--- src/rtl/ppm_pkg.sv ---
package ppm_pkg;
  localparam int PHASE_CNT = 4;
  localparam int SPREAD_MAX = 4;
  localparam int CNT_W = $clog2(SPREAD_MAX);

  typedef struct packed {
    logic load;
    logic oqpsk;
  } ppm_strobe_t;

  function automatic logic [1:0] grayIndex(input logic iBit, input logic qBit);
    return {iBit, iBit ^ qBit};
  endfunction
endpackage

--- src/rtl/ppm_ctrl.sv ---
module ppm_ctrl
  import ppm_pkg::*;
(
  input  logic        clk,
  input  logic        rst,
  input  logic        qpskMode,
  input  logic [1:0]  spreadSel,
  input  logic        bitValid,
  output logic        bitReady,
  output logic        envGate,
  output ppm_strobe_t stb
);
  logic [CNT_W-1:0] chipCnt;
  logic [CNT_W-1:0] spanM1;
  logic [CNT_W-1:0] newSpanM1;
  logic             accept;

  always_comb begin
    case (spreadSel)
      2'b00:   newSpanM1 = CNT_W'(0);
      2'b01:   newSpanM1 = CNT_W'(1);
      default: newSpanM1 = CNT_W'(SPREAD_MAX - 1);
    endcase
  end

  assign bitReady  = (chipCnt == '0);
  assign accept    = bitValid && bitReady;
  assign stb.load  = accept;
  assign stb.oqpsk = qpskMode;

  always_ff @(posedge clk) begin
    if (rst) begin
      chipCnt <= '0;
      spanM1  <= '0;
      envGate <= 1'b0;
    end else if (accept) begin
      envGate <= 1'b1;
      spanM1  <= newSpanM1;
      chipCnt <= (newSpanM1 == '0) ? '0 : CNT_W'(1);
    end else if (chipCnt != '0) begin
      envGate <= 1'b1;
      chipCnt <= (chipCnt == spanM1) ? '0 : chipCnt + CNT_W'(1);
    end else begin
      envGate <= 1'b0;
    end
  end

  // idle boundary gates the envelope off
  p_idle_env_r8: assert property (@(posedge clk) disable iff (rst)
    (bitReady && !bitValid) |=> !envGate);
  // a spread bit keeps ready low in the following slot
  p_spread_busy_r7: assert property (@(posedge clk) disable iff (rst)
    (accept && spreadSel != 2'b00) |=> (!bitReady && envGate));
endmodule

--- src/rtl/ppm_datapath.sv ---
module ppm_datapath
  import ppm_pkg::*;
(
  input  logic                 clk,
  input  logic                 rst,
  input  ppm_strobe_t          stb,
  input  logic                 bitData,
  output logic [PHASE_CNT-1:0] phaseSel,
  output logic [PHASE_CNT-1:0] phaseSelN
);
  logic iBit, qBit, laneQ;
  logic nextI, nextQ, nextLane;
  logic [PHASE_CNT-1:0] selNext;

  always_comb begin
    nextI = iBit;
    nextQ = qBit;
    nextLane = laneQ;
    if (stb.load) begin
      if (stb.oqpsk) begin
        if (laneQ) nextQ = bitData;
        else       nextI = bitData;
        nextLane = ~laneQ;
      end else begin
        nextI = bitData;
        nextQ = bitData;
        nextLane = 1'b0;
      end
    end
  end

  for (genvar k = 0; k < PHASE_CNT; k++) begin : g_decode
    assign selNext[k] = (grayIndex(nextI, nextQ) == 2'(k));
  end

  always_ff @(posedge clk) begin
    if (rst) begin
      iBit      <= 1'b0;
      qBit      <= 1'b0;
      laneQ     <= 1'b0;
      phaseSel  <= PHASE_CNT'(1);
      phaseSelN <= ~PHASE_CNT'(1);
    end else begin
      iBit      <= nextI;
      qBit      <= nextQ;
      laneQ     <= nextLane;
      phaseSel  <= selNext;
      phaseSelN <= ~selNext;
    end
  end

  // exactly one phase selected
  p_onehot_r1: assert property (@(posedge clk) disable iff (rst)
    $countones(phaseSel) == 1);
  // complementary path aligned
  p_compl_r2: assert property (@(posedge clk) disable iff (rst)
    phaseSelN == ~phaseSel);
  // an offset-QPSK bit never turns the phase by half a cycle
  p_no_half_turn_r4: assert property (@(posedge clk) disable iff (rst)
    (stb.load && stb.oqpsk) |=>
      phaseSel != {$past(phaseSel[1:0]), $past(phaseSel[3:2])});
  // without a load the phase is held
  p_hold_r8: assert property (@(posedge clk) disable iff (rst)
    !stb.load |=> $stable(phaseSel));
endmodule

--- src/rtl/pulse_phase_mapper.sv ---
module pulse_phase_mapper
  import ppm_pkg::*;
(
  input  logic        clk,
  input  logic        rst,
  input  logic        qpskMode,
  input  logic [1:0]  spreadSel,
  input  logic        bitValid,
  input  logic        bitData,
  output logic        bitReady,
  output logic [3:0]  phaseSel,
  output logic [3:0]  phaseSelN,
  output logic        envGate
);
  ppm_strobe_t stb;

  ppm_ctrl u_ctrl (
    .clk(clk), .rst(rst), .qpskMode(qpskMode), .spreadSel(spreadSel),
    .bitValid(bitValid), .bitReady(bitReady), .envGate(envGate), .stb(stb)
  );

  ppm_datapath u_dp (
    .clk(clk), .rst(rst), .stb(stb), .bitData(bitData),
    .phaseSel(phaseSel), .phaseSelN(phaseSelN)
  );
endmodule

--- config.mk ---
export PLATFORM = sky130hd
export DESIGN_NAME = pulse_phase_mapper
export DESIGN_NICKNAME = d
export VERILOG_FILES = /design/src/rtl/ppm_pkg.sv /design/src/rtl/ppm_ctrl.sv /design/src/rtl/ppm_datapath.sv /design/src/rtl/pulse_phase_mapper.sv
export SDC_FILE = /design/constraint.sdc
export NUM_CORES = 1
export LEC_CHECK = 0
export BUFFER_PORTS_ARGS = -buffer_cell sky130_fd_sc_hd__buf_2
export CORE_AREA = 2 2 39 41
export CTS_BUF_LIST = sky130_fd_sc_hd__clkbuf_8
export CTS_CLUSTER_DIAMETER = 30
export DETAILED_ROUTE_END_ITERATION = 16
export DIE_AREA = 0 0 41 43
export GPL_TIMING_DRIVEN = 0
export PLACE_DENSITY_LB_ADDON = 0.3
export SETUP_SLACK_MARGIN = 0.05
export SLEW_MARGIN = 15
export SYNTH_ARGS = -nofsm -noshare
export SYNTH_HDL_FRONTEND = slang
export SYNTH_SLANG_ARGS = --single-unit
--- constraint.sdc ---
create_clock -name clk -period 4.02 [get_ports clk]
set_input_delay 0.804 -clock clk [delete_from_list [all_inputs] [get_ports clk]]
set_output_delay 0.804 -clock clk [all_outputs]
set_load 0.05 [all_outputs]
==> run metrics, run 1 <==
outcome=complete, no violations; clk_lat worst skew=around 0.25 ns; # fillers=126; dpl hpwl=800 um; Tmin final=between 2 and 2.5 ns; DRC viols=0; reg2reg start=u_ctrl.chipCnt[0]; clk sinks=16; hold depth=2; first-pass GRT wire length=1.57 mm; Pre-antenna DRT Iters=4; Synth Register Bits=16; syn_nets=72; most frequent cell after synthesis=dfxtp_1; RD Place Congestion=0.678; nets=a little over 90; Non-Filler Instances=100; startpoint types=flip-flop; Hold Crit Class=reg2reg; syn_area_per_cell=9.68 um^2; RR Endpoint=u_dp.phaseSelN[3]; Slew @ Worst Pin=0.422 ns; cts repair resizes=0; clk buf depth=2; Synth top area share=around half; Crit path buffers/inverters=2; Area Overhead vs Synth=25.1%; Placed Cells=96; Yosys top cell by area=dfxtp_1; synth unique cells=24; Pins Over Slew Limit=0; top post-synthesis cells by area=dfxtp_1, nand2_1, nor2_1, a21oi_1, inv_1; initial core utilization=44.8%; worst hold path startpoint=u_ctrl.spanM1[1]; number of synthesized flops with an enable pin=0; Arr. time, crit path=roughly 1.2 ns; FF-to-FF setup slack=about 2.4 ns; Ys Warns=0; setup tns final=0 ns; gr usage total=13.7%; initial antenna violation count=0; Rows=14; pwr dens=581 nW/um^2; Hold Vio Cnt, Final=0; Worst Clk Skew=0.00156 ns; vias per cell=4.88; peak supply drop=0.256 mV; Clk pin slew, worst setup/hold paths=0.06 ns; Num CTS Buffers=3; leakage power=0.324 nW; largest net degree at the start of global routing=11; most frequent cells after synthesis=dfxtp_1, nand2_1, nor2_1; Crit Path Max Fanout=6; Synth Instances=64; Setup Fix Bufs, Post-CTS=0; root buf cell=clkbuf_8; final antenna-violating net count=0; critical path cell sequence=inv_1 > ha_1 > buf_2; Inserted Diodes=0; Synth Flop Type=dfxtp_1; Critical Path Sink Type=output pin; drt total wl=1.02 mm; slowest CP cell=dfxtp_1; RSZ-0062 raised after global routing=false; number of max-cap violations=0; Die Width=41 um; Final Cycle Share=50.9%; Iter 0 DRT Violations=4; Crit path largest cell delay=approximately 0.33 ns; hold_buf cts=0; Async SR Flop Fraction=0%; Die H=43 um; core area=between 1000 and 1500 um^2; H-tree Lvls=1; fmax=slightly below 500 MHz; Worst Hold End=u_ctrl.spanM1[1]; fraction of layout cells with a size suffix above 1=32.1%; data required time of the critical path=~3.2 ns; # port buffers=16; die area=1760 um^2; Mapped Area=619 um^2; DR vias=488; Ports=17; total gr overflow=0; post-synthesis sequential area ratio=51.7%; CTS tree=yes; Worst Reg-to-Reg Cells=6; vias in the first global route=403; Setup violations, final=0; Rel. slew slack=71.8%; CP delay by family, top=buffers and inverters; WL/cell=10.2 um; Setup CP Type=reg2out
## worst max path at each step
stage                            from           endpoint  slack (ns)  cells past startpoint
finish              u_ctrl.chipCnt[0]           bitReady        1.97                      3
global route        u_ctrl.chipCnt[0]           bitReady        1.90                      3
CTS                 u_ctrl.chipCnt[0]           bitReady        1.96                      3
detailed placement           bitValid  u_dp.phaseSelN[3]        2.16                      5
global placement             bitValid  u_dp.phaseSelN[3]        2.15                      5
floorplan           u_ctrl.chipCnt[0]  u_dp.phaseSelN[3]        2.15                      6
## power by group
part	switching [W]	internal, W
sequential	0.00000804	0.000177
clock	0.0000544	0.0000868
combinational	0.0000848	0.0000392
## placed cells by master (no fill, tap or decap)
cell      Yosys  routed
a211oi_1      2       2
a21oi_1       4       4
a21oi_4       1       1
a22o_1        1       1
a32o_1        1       1
and2_2        2       2
buf_2         0      16
clkbuf_1      1       1
clkbuf_8      0       4
dfxtp_1      16      16
ha_1          1       1
inv_1         5       5
mux2i_1       1       1
nand2_1       6       6
nand2_4       1       1
nor2_1        6       6
nor2b_1       2       2
nor3_1        3       3
nor3_2        1       1
o21a_1        2       2
o21ai_0       2       2
o21ba_2       1       1
o22a_2        1       1
o22ai_1       1       1
or3_1         1       1
xnor2_1       2       2
## worst register-to-register path, stage by stage, from the launching register on
cell and delay [ns]:
dfxtp_1 0.33, inv_1 0.07, ha_1 0.28, nand2_4 0.13, a21oi_4 0.18, mux2i_1 0.16
or3_1 0.36
## area by class of cell
class / instances / area [um^2] / share of cell area, %
inverters: 5 / 18.8 / 2.42
multi-input cells: 42 / 277 / 35.7
well taps: 16 / 20.0 / 2.58
plain buffers: 1 / 3.75 / 0.485
repair buffers: 16 / 80.1 / 10.3
clock buffers: 4 / 55.1 / 7.11
flip-flops and latches: 16 / 320 / 41.4
## metal layers
metal,routed length [um],up-vias,GRT usage (%)
li1,-,256,-
met1,477,219,15.9
met2,476,11,20.6
met3,52,2,4.71
met4,14,0,8.00
met5,0,-,0
## flip-flops by register name, summed over array words and instances (netlist names)
| register | flops |
|---|---|
| u_dp.iBit | 1 |
| u_ctrl.envGate | 1 |
| u_ctrl.spanM1 | 2 |
| u_dp.phaseSel | 4 |
| u_dp.qBit | 1 |
| u_dp.laneQ | 1 |
| u_ctrl.chipCnt | 2 |
| u_dp.phaseSelN | 4 |
## metrics by stage
| stage | cell area [um^2] | setup slack (ns) | power (W) | hold slack, ns | utilization (%) |
|---|---|---|---|---|---|
| floorplan | 619 | 2.15 | 0.000288 | 0.450 | - |
| global placement | 719 | 2.15 | 0.000311 | 0.465 | 52.0 |
| detailed placement | 719 | 2.16 | 0.000313 | 0.488 | 52.0 |
| CTS | 774 | 1.96 | 0.000452 | 0.501 | 56.0 |
| global route | 774 | 1.90 | 0.000471 | 0.513 | 56.0 |
| finish | 774 | 1.97 | 0.000450 | 0.491 | 56.0 |
## cells by family (layout without fill, tap and decap cells)
group / Yosys count / after routing / synth area share, %
AOI/OAI and AO/OA: 16 / 16 / 19.6
xor gates and xnor gates: 2 / 2 / 2.83
adders and majority gates: 1 / 1 / 2.02
buffers and inverters: 6 / 26 / 3.64
DFF: 16 / 16 / 51.7
muxes: 1 / 1 / 1.62
and+or+nand+nor: 22 / 22 / 18.6
No activity file was read; power rests on OpenSTA's default activity.
==> run 2: changes to the inputs <==
ABC_AREA = 1   (was not set)
clock period = 2.1 ns   (was 4.02 ns; I/O delays follow)
==> run 2 against run 1 <==
Net effect:
- setup slack worse by 1.5 ns
- global-route usage up 2.1 points
- cell count up 17%
- non-clock buffer count down 1
- clock-buffer cell count unchanged
- die area unchanged
- synthesized cell count up 27%
- sequential share of layout area down 1.5 points
- final area up 3.7%
- critical path type unchanged
- critical endpoint unchanged
==> run metrics, run 2 <==
Rows=14; syn_area_per_cell=8.00 um^2; CTS tree=yes; Synth Instances=a little over 80; fmax=slightly above 600 MHz; Area Overhead vs Synth=23.9%; RR Endpoint=u_dp.phaseSel[0]; startpoint types=flip-flop; Arr. time, crit path=1.23 ns; Rel. slew slack=83.4%; syn_nets=89; most frequent cell after synthesis=nand2_1; Die H=43 um; WL/cell=9.15 um; number of max-cap violations=0; Worst Reg-to-Reg Cells=8; # port buffers=16; H-tree Lvls=1; largest net degree at the start of global routing=10; Clk pin slew, worst setup/hold paths=0.06 ns; setup tns final=0 ns; Final Cycle Share=78.5%; initial antenna violation count=0; dpl hpwl=794 um; Yosys top cell by area=dfxtp_1; total gr overflow=0; Worst Clk Skew=0.00284 ns; Synth Flop Type=dfxtp_1; clk buf depth=2; top post-synthesis cells by area=dfxtp_1, nand2_1, inv_1, nor2_1, nand2_2; leakage power=between 0.4 and 0.5 nW; final antenna-violating net count=0; RSZ-0062 raised after global routing=false; Tmin final=1.65 ns; Critical Path Start=u_ctrl.chipCnt[0]; post-synthesis sequential area ratio=49.4%; most frequent cells after synthesis=nand2_1, dfxtp_1, inv_1; clk_lat worst skew=between 0.2 and 0.3 ns; pwr dens=1080 nW/um^2; Hold Crit Class=in2reg; Setup CP Type=reg2out; Critical Path Sink Type=output pin; gr usage total=15.8%; nets=between 100 and 150; vias in the first global route=465; Synth top area share=49.4%; design area=803 um^2; FF-to-FF setup slack=0.76 ns; root buf cell=clkbuf_8; Crit Path Max Fanout=4; data required time of the critical path=1.68 ns; first-pass GRT wire length=between 1.5 and 2 mm; Die Width=41 um; hold_buf cts=0; die area=1760 um^2; commonest non-fill, non-tap cell in the layout=nand2_1; Hold Vio Cnt, Final=0; Pins Over Slew Limit=0; Mapped Area=648 um^2; Async SR Flop Fraction=0%; Setup violations, final=0; outcome=complete, no violations; Pre-antenna DRT Iters=2; vias per cell=4.43; Synth Register Bits=16; DRC viols=0; peak supply drop=~0.46 mV; core area=1380 um^2; Inserted Diodes=0; Iter 0 DRT Violations=2; clk sinks=16; reg2reg start=u_ctrl.chipCnt[0]; Top Registers=u_dp.phaseSelN (4), u_dp.phaseSel (4); drt total wl=1.07 mm; dpl cell area=748 um^2; Worst Setup EP=bitReady; fraction of layout cells with a size suffix above 1=36.6%; Ports=17; RD Place Congestion=about 0.80; # fillers=between 100 and 150; DR vias=518; number of synthesized flops with an enable pin=0; Num CTS Buffers=3; Slew @ Worst Pin=0.251 ns; most frequent cells in the layout=nand2_1, buf_2, dfxtp_1; cts repair resizes=0; Setup Fix Bufs, Post-CTS=0; synth unique cells=14; initial core utilization=46.8%; Ys Warns=0
-- run 2: cell families (layout without fill, tap and decap cells) --
family / after synthesis / in the layout / synth area share, %
DFF: 16 / 16 / 49.4
buffers and inverters: 17 / 37 / 10.6
adders and majority gates: 1 / 1 / 1.93
AOI/OAI and AO/OA: 6 / 6 / 4.63
and+or+nand+nor: 41 / 41 / 33.4
-- run 2: area by class of cell --
| class | instances | area [um^2] | share of cell area (%) |
|---|---|---|---|
| Timing Repair Buffer | 16 | 80.1 | 9.97 |
| Clock buffer | 4 | 55.1 | 6.85 |
| Sequential cell | 16 | 320 | 39.9 |
| Multi-Input combinational cell | 48 | 259 | 32.2 |
| Inverter | 17 | 68.8 | 8.57 |
| Tap cell | 16 | 20.0 | 2.49 |
-- run 2: stage by stage --
stage | setup slack [ns] | std cells | hold slack [ns] | power, W | util (%)
final | 0.452 | 117 | 0.374 | 0.000870 | 58.0
after global routing | 0.393 | 117 | 0.400 | 0.000914 | 58.0
after CTS | 0.446 | 117 | 0.372 | 0.000880 | 58.0
after detailed placement | 0.725 | 113 | 0.462 | 0.000604 | 54.1
after global placement | 0.750 | 113 | 0.453 | 0.000599 | 54.1
after floorplan | 0.522 | 81 | 0.441 | 0.000557 | -
-- run 2: how the worst min path moves through the flow --
stage | endpoint | slack [ns] | cells past startpoint | from
2_1_floorplan | u_dp.laneQ | 0.44 | 2 | u_dp.laneQ
3_3_place_gp | u_dp.laneQ | 0.45 | 2 | u_dp.laneQ
3_5_place_dp | u_ctrl.spanM1[1] | 0.46 | 2 | u_ctrl.spanM1[1]
4_1_cts | u_ctrl.chipCnt[1] | 0.37 | 2 | rst
5_1_grt | u_ctrl.chipCnt[1] | 0.40 | 2 | rst
6_report | u_ctrl.spanM1[0] | 0.37 | 2 | rst
-- run 2: worst max-delay path: stages (launching register included) --
cell     delay [ns]
dfxtp_1        0.32
inv_1          0.09
ha_1           0.26
buf_2          0.30
-- run 2: power by group --
part / switching, W / internal [W] / total, W
clock: 0.000106 / 0.000166 / 0.000273
combinational: 0.000184 / 0.0000632 / 0.000247
sequential: 0.0000111 / 0.000340 / 0.000351
total: 0.000301 / 0.000569 / 0.000870
-- run 2: layer usage --
metal | GRT usage [%] | wire length, um | vias up
met3 | 5.24 | 39 | 5
met1 | 18.9 | 498 | 224
met4 | 12.0 | 36 | 0
li1 | - | - | 280
met5 | 0 | 0 | -
met2 | 22.2 | 496 | 9
==> run 3: changes to the inputs <==
CORE_AREA = not set   (was 2 2 39 41)
CORE_MARGIN = 1   (was not set)
CORE_UTILIZATION = 47   (was not set)
DIE_AREA = not set   (was 0 0 41 43)
clock period = 1.4 ns   (was 2.1 ns; I/O delays follow)
==> run 3 against run 2 <==
Net effect:
- clock power is 22% higher
- non-clock buffer count unchanged
- clock-buffer cell count is 1 lower
- utilization grew 5.0 points
- worst hold slack got worse by 0.14 ns
- setup slack lost 0.33 ns
- global-route usage rose by 0.58 points
- die area down 13%
- critical endpoint unchanged
- largest power group unchanged
- highest routed layer is now met3
==> run metrics, run 3 (synthesis gave the netlist of run 2 again) <==
clk buf depth=2; # fillers=113; pwr dens=1540 nW/um^2; Area Overhead vs Synth=24.9%; Worst Reg-to-Reg Cells=9; Die Width=39.1 um; Setup CP Type=reg2out; Hold Crit Class=in2reg; Top Registers=u_dp.phaseSelN (4), u_dp.phaseSel (4); peak supply drop=1.01 mV; met2 Usage GRT=25.0%; Critical Path Start=u_ctrl.chipCnt[1]; H-tree Lvls=1; most frequent cells in the layout=nand2_1, buf_2, dfxtp_1; startpoint types=flip-flop; largest net degree at the start of global routing=9; busiest metal layer after global routing=met2; fmax=approximately 780 MHz; first-pass GRT wire length=1.73 mm; Crit path largest cell delay=0.33 ns; clk_lat worst skew=0.24 ns; reg2reg start=u_ctrl.chipCnt[1]; Iter 0 DRT Violations=3; initial core utilization=50.4%; RSZ-0062 raised after global routing=false; met1 usage=23.7%; data required time of the critical path=1.12 ns; Num CTS Buffers=3; DRC viols=0; core area=1280 um^2; Setup violations, final=0; drt total wl=980 um; Pre-antenna DRT Iters=4; RD Place Congestion=a little under 0.8; overall power=about 0.0012 W; Pins Over Slew Limit=0; gr usage total=about 16%; Worst Clk Skew=0.00170 ns; GRT met3 Usage=5.20%; nets=110; Rel. slew slack=83.6%; setup tns final=0 ns; RR Endpoint=u_dp.phaseSel[3]; Arr. time, crit path=1.00 ns; clk sinks=16; critical path cell sequence=inv_1 > ha_4 > buf_6; leakage power=0.410 nW; Critical Path Sink Type=output pin; initial antenna violation count=0; Slew @ Worst Pin=between 0.2 and 0.25 ns; vias in the first global route=445; # port buffers=16; total gr overflow=0; Rows=13; FF-to-FF setup slack=0.19 ns; Die H=between 30 and 40 um; Worst Setup EP=bitReady; Ports=17; DR vias=513; Tmin final=1.28 ns; WL/cell=8.52 um; dpl hpwl=775 um; vias per cell=4.46; Hold Vio Cnt, Final=0; final antenna-violating net count=0; CTS tree=yes; die area=roughly 1500 um^2; fraction of layout cells with a size suffix above 1=roughly 40%; outcome=complete, no violations; root buf cell=clkbuf_8; number of max-cap violations=0; Final Cycle Share=between 90% and 100%; slowest CP cell=dfxtp_2; commonest non-fill, non-tap cell in the layout=nand2_1; Crit Path Max Fanout=4; Inserted Diodes=0; Clk pin slew, worst setup/hold paths=around 0.060 ns
-- run 3: changes by cell type in the layout (fill, tap and decap cells not counted), sizes merged --
| cell | previous run | this run |
|---|---|---|
| clkbuf | 4 | 3 |
-- run 3: final cells by class --
type / count / area [um^2] / area share (%)
well taps: 15 / 18.8 / 2.32
clock buffers: 3 / 41.3 / 5.10
multi-input cells: 48 / 272 / 33.5
repair buffers: 16 / 86.3 / 10.7
inverters: 17 / 68.8 / 8.50
flip-flops and latches: 16 / 323 / 39.9
-- run 3: through the flow --
step / util [%] / instance area (um^2) / hold slack (ns) / instances / worst slack, ns
floorplan: - / 661 / 0.349 / 81 / 0.133
global placement: 59.1 / 759 / 0.451 / 112 / 0.171
detailed placement: 59.1 / 759 / 0.462 / 112 / 0.158
CTS: 62.8 / 807 / 0.244 / 115 / 0.0723
global route: 63.0 / 810 / 0.258 / 115 / 0.0725
finish: 63.0 / 810 / 0.239 / 115 / 0.123
-- run 3: critical path, delay by kind of cell (launching register included) --
kind | cells | cell delay, ns
fa+ha+maj | 1 | 0.17
flops | 1 | 0.33
buf+inv | 2 | 0.26
-- run 3: worst min path at each step --
| stage | from | slack (ns) | to | cells after the start |
|---|---|---|---|---|
| finish | rst | 0.24 | u_ctrl.chipCnt[1] | 2 |
| CTS | rst | 0.24 | u_ctrl.chipCnt[1] | 2 |
| floorplan | rst | 0.35 | u_ctrl.chipCnt[1] | 1 |
| detailed placement | u_ctrl.spanM1[1] | 0.46 | u_ctrl.spanM1[1] | 2 |
| global route | rst | 0.26 | u_ctrl.chipCnt[1] | 2 |
| global placement | u_dp.laneQ | 0.45 | u_dp.laneQ | 2 |
-- run 3: power by group --
part           switching [W]  total [W]  internal [W]
logic               0.000276   0.000385      0.000109
registers          0.0000184   0.000529      0.000511
clock network       0.000143   0.000333      0.000190
total               0.000438    0.00125      0.000810
-- run 3: metal layers --
| metal | vias up | share of wire [%] |
|---|---|---|
| li1 | 281 | - |
| met4 | 0 | 0 |
| met1 | 224 | 52 |
| met3 | 0 | 3.1 |
| met5 | - | 0 |
| met2 | 8 | 45 |
-- run 3: timing repair --
| action | in CTS | in global routing |
|---|---|---|
| hold buffers | 0 | 0 |
| setup endpoints to repair | 1 | 5 |
| buffers inserted | 0 | 0 |
| resized for setup | 2 | 3 |
| gates cloned | 0 | 0 |
